## config.mk

```make
export PLATFORM = sky130hd
export DESIGN_NAME = sbs_bch_corrector
export DESIGN_NICKNAME = d
export VERILOG_FILES = /design/src/rtl/sbs_bch_pkg.sv /design/src/rtl/sbs_delay_line.sv /design/src/rtl/sbs_word_pos.sv /design/src/rtl/sbs_decide.sv /design/src/rtl/sbs_bch_corrector.sv
export SDC_FILE = /design/constraint.sdc
export NUM_CORES = 1
export LEC_CHECK = 0
export BUFFER_PORTS_ARGS = -buffer_cell sky130_fd_sc_hd__buf_2
export CAP_MARGIN = 20
export CELL_PAD_IN_SITES_DETAIL_PLACEMENT = 0
export CELL_PAD_IN_SITES_GLOBAL_PLACEMENT = 1
export CORE_UTILIZATION = 26
export DETAILED_ROUTE_END_ITERATION = 16
export PLACE_DENSITY_LB_ADDON = 0.1
export SLEW_MARGIN = 20
export SYNTH_ARGS = -nofsm -noshare
export SYNTH_HDL_FRONTEND = slang
export SYNTH_SLANG_ARGS = --single-unit
```

## constraint.sdc

```tcl
create_clock -name clk -period 3.71 [get_ports clk]
set_clock_uncertainty 0.1 [all_clocks]
set_input_delay 0.742 -clock clk [delete_from_list [all_inputs] [get_ports clk]]
set_output_delay 0.742 -clock clk [all_outputs]
set_load 0.01 [all_outputs]
```

## src/rtl/sbs_bch_pkg.sv

```systemverilog
package sbs_bch_pkg;

  typedef logic [2:0] cls_t;

  localparam cls_t CLS_NONE = 3'd7;

  // total decoding delay, in cycles, from received bit to corrected bit
  function automatic int unsigned decode_delay(int unsigned n, int unsigned m, int unsigned t);
    return (t == 2) ? (n + 6 * m + 2) : (n + 9 * m + 3);
  endfunction

  // register stages between the decision inputs and the correction flag
  function automatic int unsigned corr_latency(int unsigned t);
    return (t == 2) ? 1 : 2;
  endfunction

  // map a zero-test vector (bit 0 = first test) to an error-count class
  function automatic cls_t classify(logic [2:0] v, int unsigned t);
    cls_t c;
    if (t == 2) begin
      case (v[1:0])
        2'b11:   c = 3'd0;
        2'b10:   c = 3'd1;
        2'b00:   c = 3'd2;
        default: c = CLS_NONE;
      endcase
    end else begin
      case (v)
        3'b111:        c = 3'd0;
        3'b110:        c = 3'd1;
        3'b100:        c = 3'd2;
        3'b001, 3'b000: c = 3'd3;
        default:       c = CLS_NONE;
      endcase
    end
    return c;
  endfunction

  // inverting the bit lowers the class by exactly one
  function automatic logic steps_down(cls_t ref_c, cls_t trial_c);
    return (ref_c != CLS_NONE) && (trial_c != CLS_NONE) && (ref_c != 3'd0) &&
           (trial_c == cls_t'(ref_c - 3'd1));
  endfunction

endpackage

```

## src/rtl/sbs_delay_line.sv

```systemverilog
module sbs_delay_line #(
  parameter int DEPTH = 40,
  parameter int W     = 3
) (
  input  logic         clk,
  input  logic         rst_n,
  input  logic [W-1:0] din,
  output logic [W-1:0] dout
);

  logic [W-1:0] stage [DEPTH];

  always_ff @(posedge clk) begin
    if (!rst_n) begin
      for (int i = 0; i < DEPTH; i++) stage[i] <= '0;
    end else begin
      stage[0] <= din;
      for (int i = 1; i < DEPTH; i++) stage[i] <= stage[i-1];
    end
  end

  assign dout = stage[DEPTH-1];

endmodule

```

## src/rtl/sbs_word_pos.sv

```systemverilog
module sbs_word_pos #(
  parameter int N = 15
) (
  input  logic clk,
  input  logic rst_n,
  input  logic valid,
  input  logic sof,
  output logic last
);

  localparam int PW = $clog2(N + 1);

  logic [PW-1:0] pos_q;
  logic [PW-1:0] pos_now;

  assign pos_now = sof ? '0 : pos_q + PW'(1);
  assign last    = valid && (pos_now == PW'(N - 1));

  always_ff @(posedge clk) begin
    if (!rst_n)     pos_q <= '0;
    else if (valid) pos_q <= pos_now;
  end

endmodule

```

## src/rtl/sbs_decide.sv

```systemverilog
module sbs_decide
  import sbs_bch_pkg::*;
#(
  parameter int T = 2
) (
  input  logic         clk,
  input  logic         rst_n,
  input  logic         h_valid,
  input  logic         h_first,
  input  logic [T-1:0] h_ref,
  input  logic [T-1:0] h_trial,
  output logic         e_q,
  output logic [T-1:0] ref_q
);

  logic load_slot;
  logic trial_slot;
  cls_t ref_cls;
  cls_t trial_cls;

  assign load_slot  = h_valid & h_first;
  assign trial_slot = h_valid & ~h_first;
  assign ref_cls    = classify(3'(ref_q), T);
  assign trial_cls  = classify(3'(h_trial), T);

  always_ff @(posedge clk) begin
    if (!rst_n)         ref_q <= '0;
    else if (load_slot) ref_q <= h_ref;
  end

  generate
    if (T == 2) begin : g_one_stage
      always_ff @(posedge clk) begin
        if (!rst_n) e_q <= 1'b0;
        else        e_q <= trial_slot & steps_down(ref_cls, trial_cls);
      end
    end else begin : g_two_stage
      logic ok_s1;
      cls_t rc_s1;
      cls_t tc_s1;
      always_ff @(posedge clk) begin
        if (!rst_n) begin
          ok_s1 <= 1'b0;
          rc_s1 <= CLS_NONE;
          tc_s1 <= CLS_NONE;
          e_q   <= 1'b0;
        end else begin
          ok_s1 <= trial_slot;
          rc_s1 <= ref_cls;
          tc_s1 <= trial_cls;
          e_q   <= ok_s1 & steps_down(rc_s1, tc_s1);
        end
      end
    end
  endgenerate

endmodule

```

## src/rtl/sbs_bch_corrector.sv

```systemverilog
module sbs_bch_corrector
  import sbs_bch_pkg::*;
#(
  parameter int N = 15,
  parameter int M = 4,
  parameter int T = 2
) (
  input  logic         clk,
  input  logic         rst_n,
  input  logic         rx_bit,
  input  logic         rx_valid,
  input  logic         rx_sof,
  input  logic         h_valid,
  input  logic         h_first,
  input  logic [T-1:0] h_ref,
  input  logic [T-1:0] h_trial,
  output logic         dout_bit,
  output logic         dout_valid
);

  localparam int DLY   = int'(decode_delay(N, M, T));
  localparam int DEPTH = DLY - 1;

  logic [2:0]   tap;
  logic         tap_bit;
  logic         tap_valid;
  logic         tap_sof;
  logic         tap_last;
  logic         e_q;
  logic [T-1:0] ref_q;
  logic         corr_apply;

  sbs_delay_line #(.DEPTH(DEPTH), .W(3)) u_line (
    .clk  (clk),
    .rst_n(rst_n),
    .din  ({rx_sof, rx_valid, rx_bit}),
    .dout (tap)
  );

  assign tap_bit   = tap[0];
  assign tap_valid = tap[1];
  assign tap_sof   = tap[2];

  sbs_word_pos #(.N(N)) u_pos (
    .clk  (clk),
    .rst_n(rst_n),
    .valid(tap_valid),
    .sof  (tap_sof),
    .last (tap_last)
  );

  sbs_decide #(.T(T)) u_dec (
    .clk    (clk),
    .rst_n  (rst_n),
    .h_valid(h_valid),
    .h_first(h_first),
    .h_ref  (h_ref),
    .h_trial(h_trial),
    .e_q    (e_q),
    .ref_q  (ref_q)
  );

  assign corr_apply = e_q & tap_valid & ~tap_last;

  always_ff @(posedge clk) begin
    if (!rst_n) begin
      dout_bit   <= 1'b0;
      dout_valid <= 1'b0;
    end else begin
      dout_valid <= tap_valid;
      dout_bit   <= tap_valid & (tap_bit ^ corr_apply);
    end
  end

endmodule

```

-- Word-level counts from Yosys, hierarchy flattened
Memories as Yosys holds them, arrays and structs flattened.
Index checks and enable logic that the tools add are counted.
- eq/ne operators: 8
- reductions and logical operators: 7
- bitwise logic cells: 49
- add/sub/neg operators: 2
- mux-type cells: 45
- operators by type and width (operator ; count):
    two-way mux 3 bit ; 40
    bitwise OR 1 bit ; 40
    case mux 3 bit (3 select lines) ; 2
    equality test 2 bit, second input constant ; 4
    AND 1 bit ; 6
    inequality test 3 bit, second input constant ; 2
    adder 4 x 1 -> 4 bit, second input constant ; 1
    equality test 4 bit, second input constant ; 1
    logical AND 1 bit ; 4
    zero test 2 bit ; 2
    two-way mux 4 bit ; 1
    equality test 3 bit ; 1
    nonzero test 3 bit ; 1
    subtractor 3 x 1 -> 3 bit, second input constant ; 1
    two-way mux 1 bit ; 2
    NOT 1 bit ; 2
    XOR 1 bit ; 1
- memory bits (writable): 120
- bits of input ports: 11
- logic and storage cells: 117
- flip-flop bits (word level): 9
- output and inout port bits: 2
- memories: 1
- memory list (name ; depth ; bits a word ; read ports ; clocked after Yosys merged registers in ; write ports ; RTL line ; source):
    u_line.stage ; 40 ; 3 ; 40 ; 0 ; 40 ; sbs_delay_line.sv:11 ; logic [W-1:0] stage [DEPTH];

-- Logic depth before layout (Yosys ltp)
Gate-level depths: netlist of the first run.
- word-level depth: 8
- depth in mapped cells: 4
- depth with buffers taken out: 4

-- Modules after synthesis
From an unflattened synthesis of the first run, not the netlist that was laid out.
- cell total of the unflattened synthesis: 314
- area, all modules: 3848.7 um2
- by module, submodules not included (module ; area an instance (um2) ; seq. area each (um2) ; cells an instance ; instances):
    sbs_delay_line ; 3309.4 ; 2402.3 ; 256 ; 1
    sbs_decide ; 239.0 ; 60.1 ; 24 ; 1
    sbs_word_pos ; 225.2 ; 80.1 ; 28 ; 1
    sbs_bch_corrector ; 75.1 ; 40.0 ; 6 ; 1

-- Worst setup path after synthesis of the first run
No wires, ideal clock.
- path kind: input -> register
- from: in h_trial[0]
- to: reg u_dec.e_q
- data arrival time: 1.325 ns
- buffers on the path: 0
- path slack: 2.170 ns
- setup time: 0.116 ns
- data required time: 3.494 ns
- cell stages on the path: 4
- path through: inv_1 ha_1 xnor2_1 and3_1
- cells in the longest elaborated chain, start to end: 7
- elaborated cells between the ends (all ways): 10
- those cells by class: eq/ne: 4; mux: 1; bitwise: 1; reduce/logical: 4
- ends and longest elaborated chain (what ; RTL line ; source):
    start: declaration ; sbs_bch_corrector.sv:16 ; input logic [T-1:0] h_trial,
    equality test 2 bit / zero test 2 bit (equally long branches) ; sbs_bch_pkg.sv:21 ; case (v[1:0])
    case mux 3 bit (3 select lines) (*) ; sbs_bch_pkg.sv:21 ;
    inequality test 3 bit ; sbs_bch_pkg.sv:41 ; return (ref_c != CLS_NONE) && (trial_c != CLS_NONE) && (ref_c != 3'd0) &&
    logical AND 1 bit (2 in a row) ; sbs_bch_pkg.sv:41 ;
    logical AND 1 bit (*) ; sbs_bch_pkg.sv:41 ;
    AND 1 bit (*) ; sbs_decide.sv:35 ; else e_q <= trial_slot & steps_down(ref_cls, trial_cls);
    end signal: assignment ; sbs_decide.sv:35 ;
    end: declaration ; sbs_decide.sv:12 ; output logic e_q,
Every way passes the cells marked *; elsewhere a longest branch is shown, timed or not.
A chain may end at the register's enable or synchronous reset.

-- Final worst setup path of the first run
- from: reg dout_bit
- to: out dout_bit
- RTL lines (what ; RTL line ; source):
    start: declaration ; sbs_bch_corrector.sv:17 ; output logic dout_bit,
    start signal: assignment ; sbs_bch_corrector.sv:71 ; dout_bit <= tap_valid & (tap_bit ^ corr_apply);
No word-level cell between the ends.

==> run metrics, run 1 <==
outcome=complete, no violations; Routed Antenna Nets=0; placed instance count=485; root buffer cell=clkbuf_16; fillers=1,409; cell area after synthesis=3720 um2; CP Capture Type=output port; RSZ-0062 raised after global routing=no; drt drc=0; # rows=43; WP data required=roughly 2900 ps; routed wire length=~4500 um; largest net degree at the start of global routing=70; Slew @ Worst Pin=a little under 800 ps; Core ar.=13,900 um2; vias in the first global route=between 1.5k and 2k; Slew Limit Fails=0; first-pass GRT wire length=8200 um; clk buf depth=2; final std cells w/o fill=517; P_leak=about 1.9 nW; First DRT Iteration DRCs=76; layout net count=341; top-area cell type share of the netlist area=69.5%; minimum clock period=1660 ps; largest family of logic cells by synthesized area=simple AND/OR/NAND/NOR gates; Synth area leader=dfxtp_1; Seq/Total Area, Yosys=69.5%; maxcap violations=0; Fin Setup TNS=0 ps; Clock Latency Late Sink=400 ps; Max H-tree Level=4; antenna violations before repair=0; Slew HR=48.1%; Die Footprint=14,800 um2; Die Ht=122 um; fraction of the mapped netlist area in simple logic gates=23.9%; final setup fails=0; post-synthesis mux area share=0.539%; Vias/cell=3.75; switching power=579 uW; Mapped Nets=324; CTS tree=yes; PnR Total Power=roughly 3.2 mW; Ant. Diodes=0; syn avg cell area=12.1 um2; Layout area overhead=23.9%; GRT overflow=0; RePlAce Congestion=between 0.5 and 0.6; ys async rst share=0%; clock power share=55.0%; internal power=2.60 mW; register clock-pin slew on the reported worst setup and hold paths=around 50 ps; top_reg_cell synth=dfxtp_1; Initial Utilization=26.7%; Slowest-stage cell, CP=dfxtp_1; Post-synth top cells=dfxtp_1, and2_1, clkbuf_1; Hold Crit Class=reg -> reg; Post-synth EDFFs=0; CP top delay family=flip-flops; Initial DRT Pass Iterations=2; Max Clk Rate=604 MHz; element type at the critical path start=register; Adder-Cell Fraction of Synth Area=2.02%; most common cell in the netlist=dfxtp_1; WS Path Type=reg -> out; Buf/Inv on CP=1; complex-gate fraction of the synthesized area=1.55%; IO Pins=13; Fin. Hold Viols=0; sw frac=a little under a fifth; wire length per cell=8.71 um; Comb pwr share=1.1%; DP Wirelength=2300 um; CTS buffer count=17; Peak supply drop=between 0.2 and 0.3 mV; Synth cell types=24; cell chain of the critical path=buf_2; Seq pwr share=a little over two fifths; port bufs=12; Cell Pwr Density=690 nW/um2; post-synthesis xor/xnor area fraction=0.707%; Clock Sink Count=129; share of post-route cells with drive strength above 1=roughly 14%; detailed-route via count=1,939; Place WS=1630 ps; cell count after synthesis=307; total track usage=between 7 and 8%; Post-CTS Setup Inserts=0; CTS Hold Bufs=0; worst-path maximum fanout=1; Final period util=44.6%; #FFs+latches synth=129; Die X=approximately 120 um; PnR worst setup slack=2050 ps; Area contributors post-synth=dfxtp_1, and2_1, ha_1, clkbuf_1, xnor2_1; max incr delay on CP=290 ps; Critical Path AT=810 ps; total of warnings raised by yosys=0; PostCTS Resize Cnt=0
[cell families (layout without fill, tap and decap cells)]
logic type	Yosys count	count (layout)
compound gates	8	8
flops	129	129
fa+ha+maj	6	6
simple gates	141	141
xor+xnor	3	3
mux	2	2
buf+inv	18	48
[registers in the layout, indices dropped and copies added, names as in the netlist]
signal and cells:
u_line.stage 120, u_dec.ref_q 2, dout_valid 1, u_pos.pos_q 4, dout_bit 1, u_dec.e_q 1
[per-layer routing]
layer / routed length (um) / global-route usage [%] / up-vias
met5: 0 / 0 / -
met4: 91 / 6.02 / 0
met3: 282 / 4.49 / 8
met2: 1910 / 10.7 / 29
met1: 2220 / 8.12 / 917
li1: - / - / 985
[final timing paths]
kind,startpoint,endpoint,slack [ps],cells after the start
min,u_line.stage[0][8],u_line.stage[0][11],330,1
min reg2reg,u_line.stage[0][8],u_line.stage[0][11],330,1
max,dout_bit,dout_bit,2050,1
max reg2reg,u_pos.pos_q[0],dout_bit,2310,4
[cells in the final DEF, fill, tap and decap left out, drive strengths merged, types with 3 or more instances in the layout]
cell type,n
inv,3
nor2b,3
xnor2,3
a21boi,3
dfxtp,129
buf,13
nand2,4
clkinvlp,3
ha,6
bufinv,4
clkbuf,23
and2,121
[layout make-up]
cell class              count  area (um2)  area share [%]
flip-flops and latches    129        2580            56.1
multi-input cells         160        1070            23.2
clock buffers              23         488            10.6
well taps                 180         225            4.89
clock inverters             9         153            3.31
repair buffers             13        80.1            1.74
inverters                   3        11.3           0.244
[through the flow]
stage / area [um2] / utilization, % / hold WS (ps)
after floorplan: 3720 / - / 306
after global placement: 3970 / 28.5 / 314
after detailed placement: 3970 / 28.5 / 318
after CTS: 4610 / 33.1 / 331
after global routing: 4610 / 33.1 / 340
final: 4610 / 33.1 / 329
[power by group through the flow]
stage	Combinational [mW]	Clock (mW)	Sequential, mW
finish	0.0362	1.75	1.40
global route	0.0430	1.88	1.39
detailed placement	0.0387	0	1.42
CTS	0.0391	1.81	1.39
floorplan	0.0250	0	1.42
global placement	0.0383	0	1.42
Power figures use the tool's default switching activity.
==> run 2: changes to the inputs <==
- clock period: 3.71 -> 1.39 ns (I/O delays scaled with it)
==> run 2 against run 1 <==
Compared with the run above: clock power rose to 2.6 times the previous value; hold slack worse by 290 ps; sequential power rose to 2.7 times the previous value; cell count increased by 1.2%; combinational power rose to 2.9 times the previous value; total power grew to 2.6 times the previous value; sequential share of layout area is 0.35 points lower; wire length grew 4.4%; critical path depth up 3; first-iteration DRC count is 71% higher; via count shrank 0.15%.
==> run metrics, run 2 (synthesis results as in run 1) <==
max incr delay on CP=390 ps (+100 ps); most common library cell in the layout ignoring fill and taps=dfxtp_1; Reg with most FFs=u_line.stage; CP Capture Type=register; Max H-tree Level=4 (unchanged); Peak supply drop=0.817 mV (+180%); biggest regs=u_line.stage: 120 flops, u_pos.pos_q: 4 flops, u_dec.ref_q: 2 flops; CP top delay family=flip-flops; minimum clock period=between 1000 and 1500 ps; hold path start=h_ref[0]; cell chain of the critical path=and3_4 > xnor2_1 > o31ai_2 > mux2i_1; layout net count=347 (+1.8%); R2R cell count=4 (unchanged); Reg2Reg Capture Point=dout_bit; Fin. Hold Viols=0 (unchanged); GRT overflow=0 (unchanged); Core Util, Final=33.3% (+0.24 points); WP data required=1630 ps (-1240 ps); wire length per cell=8.99 um (+3.2%); CTS tree=yes; Ant. Diodes=0 (unchanged); WS Path Type=reg -> reg; register clock-pin slew on the reported worst setup and hold paths=50 ps (about the same); Die X=122 um (unchanged); detailed-route via count=1,936 (-0.15%); Max Clk Rate=767 MHz; Die Ht=122 um (unchanged); final setup fails=0 (unchanged); Routed Antenna Nets=0 (unchanged); Hold Path Sink=u_dec.ref_q[0]; routed wire length=4700 um (+4.4%); Vias/cell=3.70 (-1.3%); PnR worst setup slack=86.8 ps (-1970 ps); vias in the first global route=2,010 (+6.2%); worst r2r src=u_pos.pos_q[2]; worst-path maximum fanout=4 (+3); P_leak=1.90 nW (+0.68%); First DRT Iteration DRCs=130 (+71%); Slew @ Worst Pin=263 ps (-516 ps); Final period util=93.8%; Slowest-stage cell, CP=dfxtp_1; switching power=1.59 mW (+180%); Buf/Inv on CP=0 (-1); Reg2Reg Setup Slack=90 ps (-2220 ps); RePlAce Congestion=0.625 (+5.1%); WHS Path Cells=3 (+2); Clock Sink Count=129 (unchanged); largest net degree at the start of global routing=91 (+30%); Seq pwr share=44.8% (+0.9 points); Hold Crit Class=in -> reg; Slew Limit Fails=0 (unchanged); Critical Path AT=1540 ps (+730 ps); root buffer cell=clkbuf_16; Place WS=32.3 ps (-1590 ps); element type at the critical path start=register; clk buf depth=2 (unchanged); Comb pwr share=1.3% (+0.2 points); Final Cell Area=4640 um2 (+0.73%); first-pass GRT wire length=8850 um (+7.9%); Initial DRT Pass Iterations=3 (+1); # rows=43 (unchanged); Clock Latency Late Sink=410 ps (about the same); sw frac=19.2% (+0.99 points); Slew HR=82.5% (+34 points); share of post-route cells with drive strength above 1=15.2% (+1.5 points); Initial Utilization=26.7% (unchanged); IO Pins=13 (unchanged); flip-flop count of the largest register after layout=120 (unchanged); Die Footprint=14,800 um2 (unchanged); Post-CTS Setup Inserts=0 (unchanged); Core ar.=13,900 um2 (unchanged); dpl cell area=3990 um2 (+0.57%); internal power=6.71 mW (+160%); total track usage=8.20% (+0.63 points); CTS buffer count=17 (unchanged); antenna violations before repair=0 (unchanged); outcome=complete, no violations; clock power share=53.9% (-1.1 points); DP Wirelength=2340 um (+2.0%); maxcap violations=0 (unchanged); most frequent cells in the layout=dfxtp_1, and2_1, clkbuf_16, buf_2, ha_1; Cell Pwr Density=1790 nW/um2 (+160%); port bufs=12 (unchanged); drt drc=0 (unchanged); Layout area overhead=24.8%
-- run 2: cell count changes in the layout (fill, tap and decap cells not counted), sizes merged --
| cell | before | now |
|---|---|---|
| buf | 13 | 16 |
| dlygate4sd3 | 0 | 3 |
| bufinv | 4 | 3 |
| clkinv | 2 | 4 |
| clkbuf | 23 | 22 |
-- run 2: metrics by stage --
stage | TNS (ps) | cells | hold WS (ps) | total power, mW
2_1_floorplan | 0 | 307 | 305 | 3.87
3_3_place_gp | 0 | 488 | 309 | 3.90
3_5_place_dp | 0 | 488 | 317 | 3.91
4_1_cts | 0 | 523 | 26.8 | 8.49
5_1_grt | -1.95 | 523 | 56.9 | 8.68
6_report | 0 | 523 | 42.5 | 8.30
-- run 2: layout make-up --
class | instances | area, um2
Fill cell | 1379 | 9290
Sequential cell | 129 | 2580
Multi-Input combinational cell | 160 | 1080
Clock buffer | 22 | 474
Tap cell | 180 | 225
Clock inverter | 10 | 133
Timing Repair Buffer | 19 | 133
Inverter | 3 | 11.3
-- run 2: repair_timing --
item | CTS | global route
endpoints found under the setup margin | 0 | 1
endpoints found under the hold margin | 3 | 0
hold buffers | 3 | 0
gates resized for setup | 0 | 3
-- run 2: worst max path at each step --
stage	startpoint	end	slack, ps	cells after the start
detailed placement	u_pos.pos_q[0]	dout_bit	30	4
global route	u_pos.pos_q[1]	dout_bit	-2	4
finish	u_pos.pos_q[2]	dout_bit	90	4
CTS	u_pos.pos_q[0]	dout_bit	20	4
floorplan	u_pos.pos_q[0]	dout_bit	90	4
global placement	u_pos.pos_q[0]	dout_bit	50	4
-- run 2: power by group through the flow --
stage          combinational [mW]  clock, mW  sequential, mW
6_report                    0.105       4.48            3.72
5_1_grt                     0.126       4.83            3.72
4_1_cts                     0.112       4.66            3.72
3_5_place_dp                0.104          0            3.80
3_3_place_gp                0.104          0            3.80
2_1_floorplan              0.0667          0            3.80
-- run 2: metal layers --
| metal | share of wire, % | routed length (um) | vias to the layer above | track usage, % |
|---|---|---|---|---|
| met5 | 0 | 0 | - | 0 |
| met4 | 4.5 | 211 | 0 | 7.18 |
| met3 | 5.4 | 255 | 16 | 4.40 |
| met2 | 42 | 1970 | 28 | 11.7 |
| met1 | 48 | 2270 | 895 | 8.77 |
| li1 | - | - | 997 | - |
-- run 2: worst register-to-register path, cell delays in order (launching register included) --
cell     delay [ps]
dfxtp_1         390
and3_4          220
xnor2_1          70
o31ai_2         260
mux2i_1         200
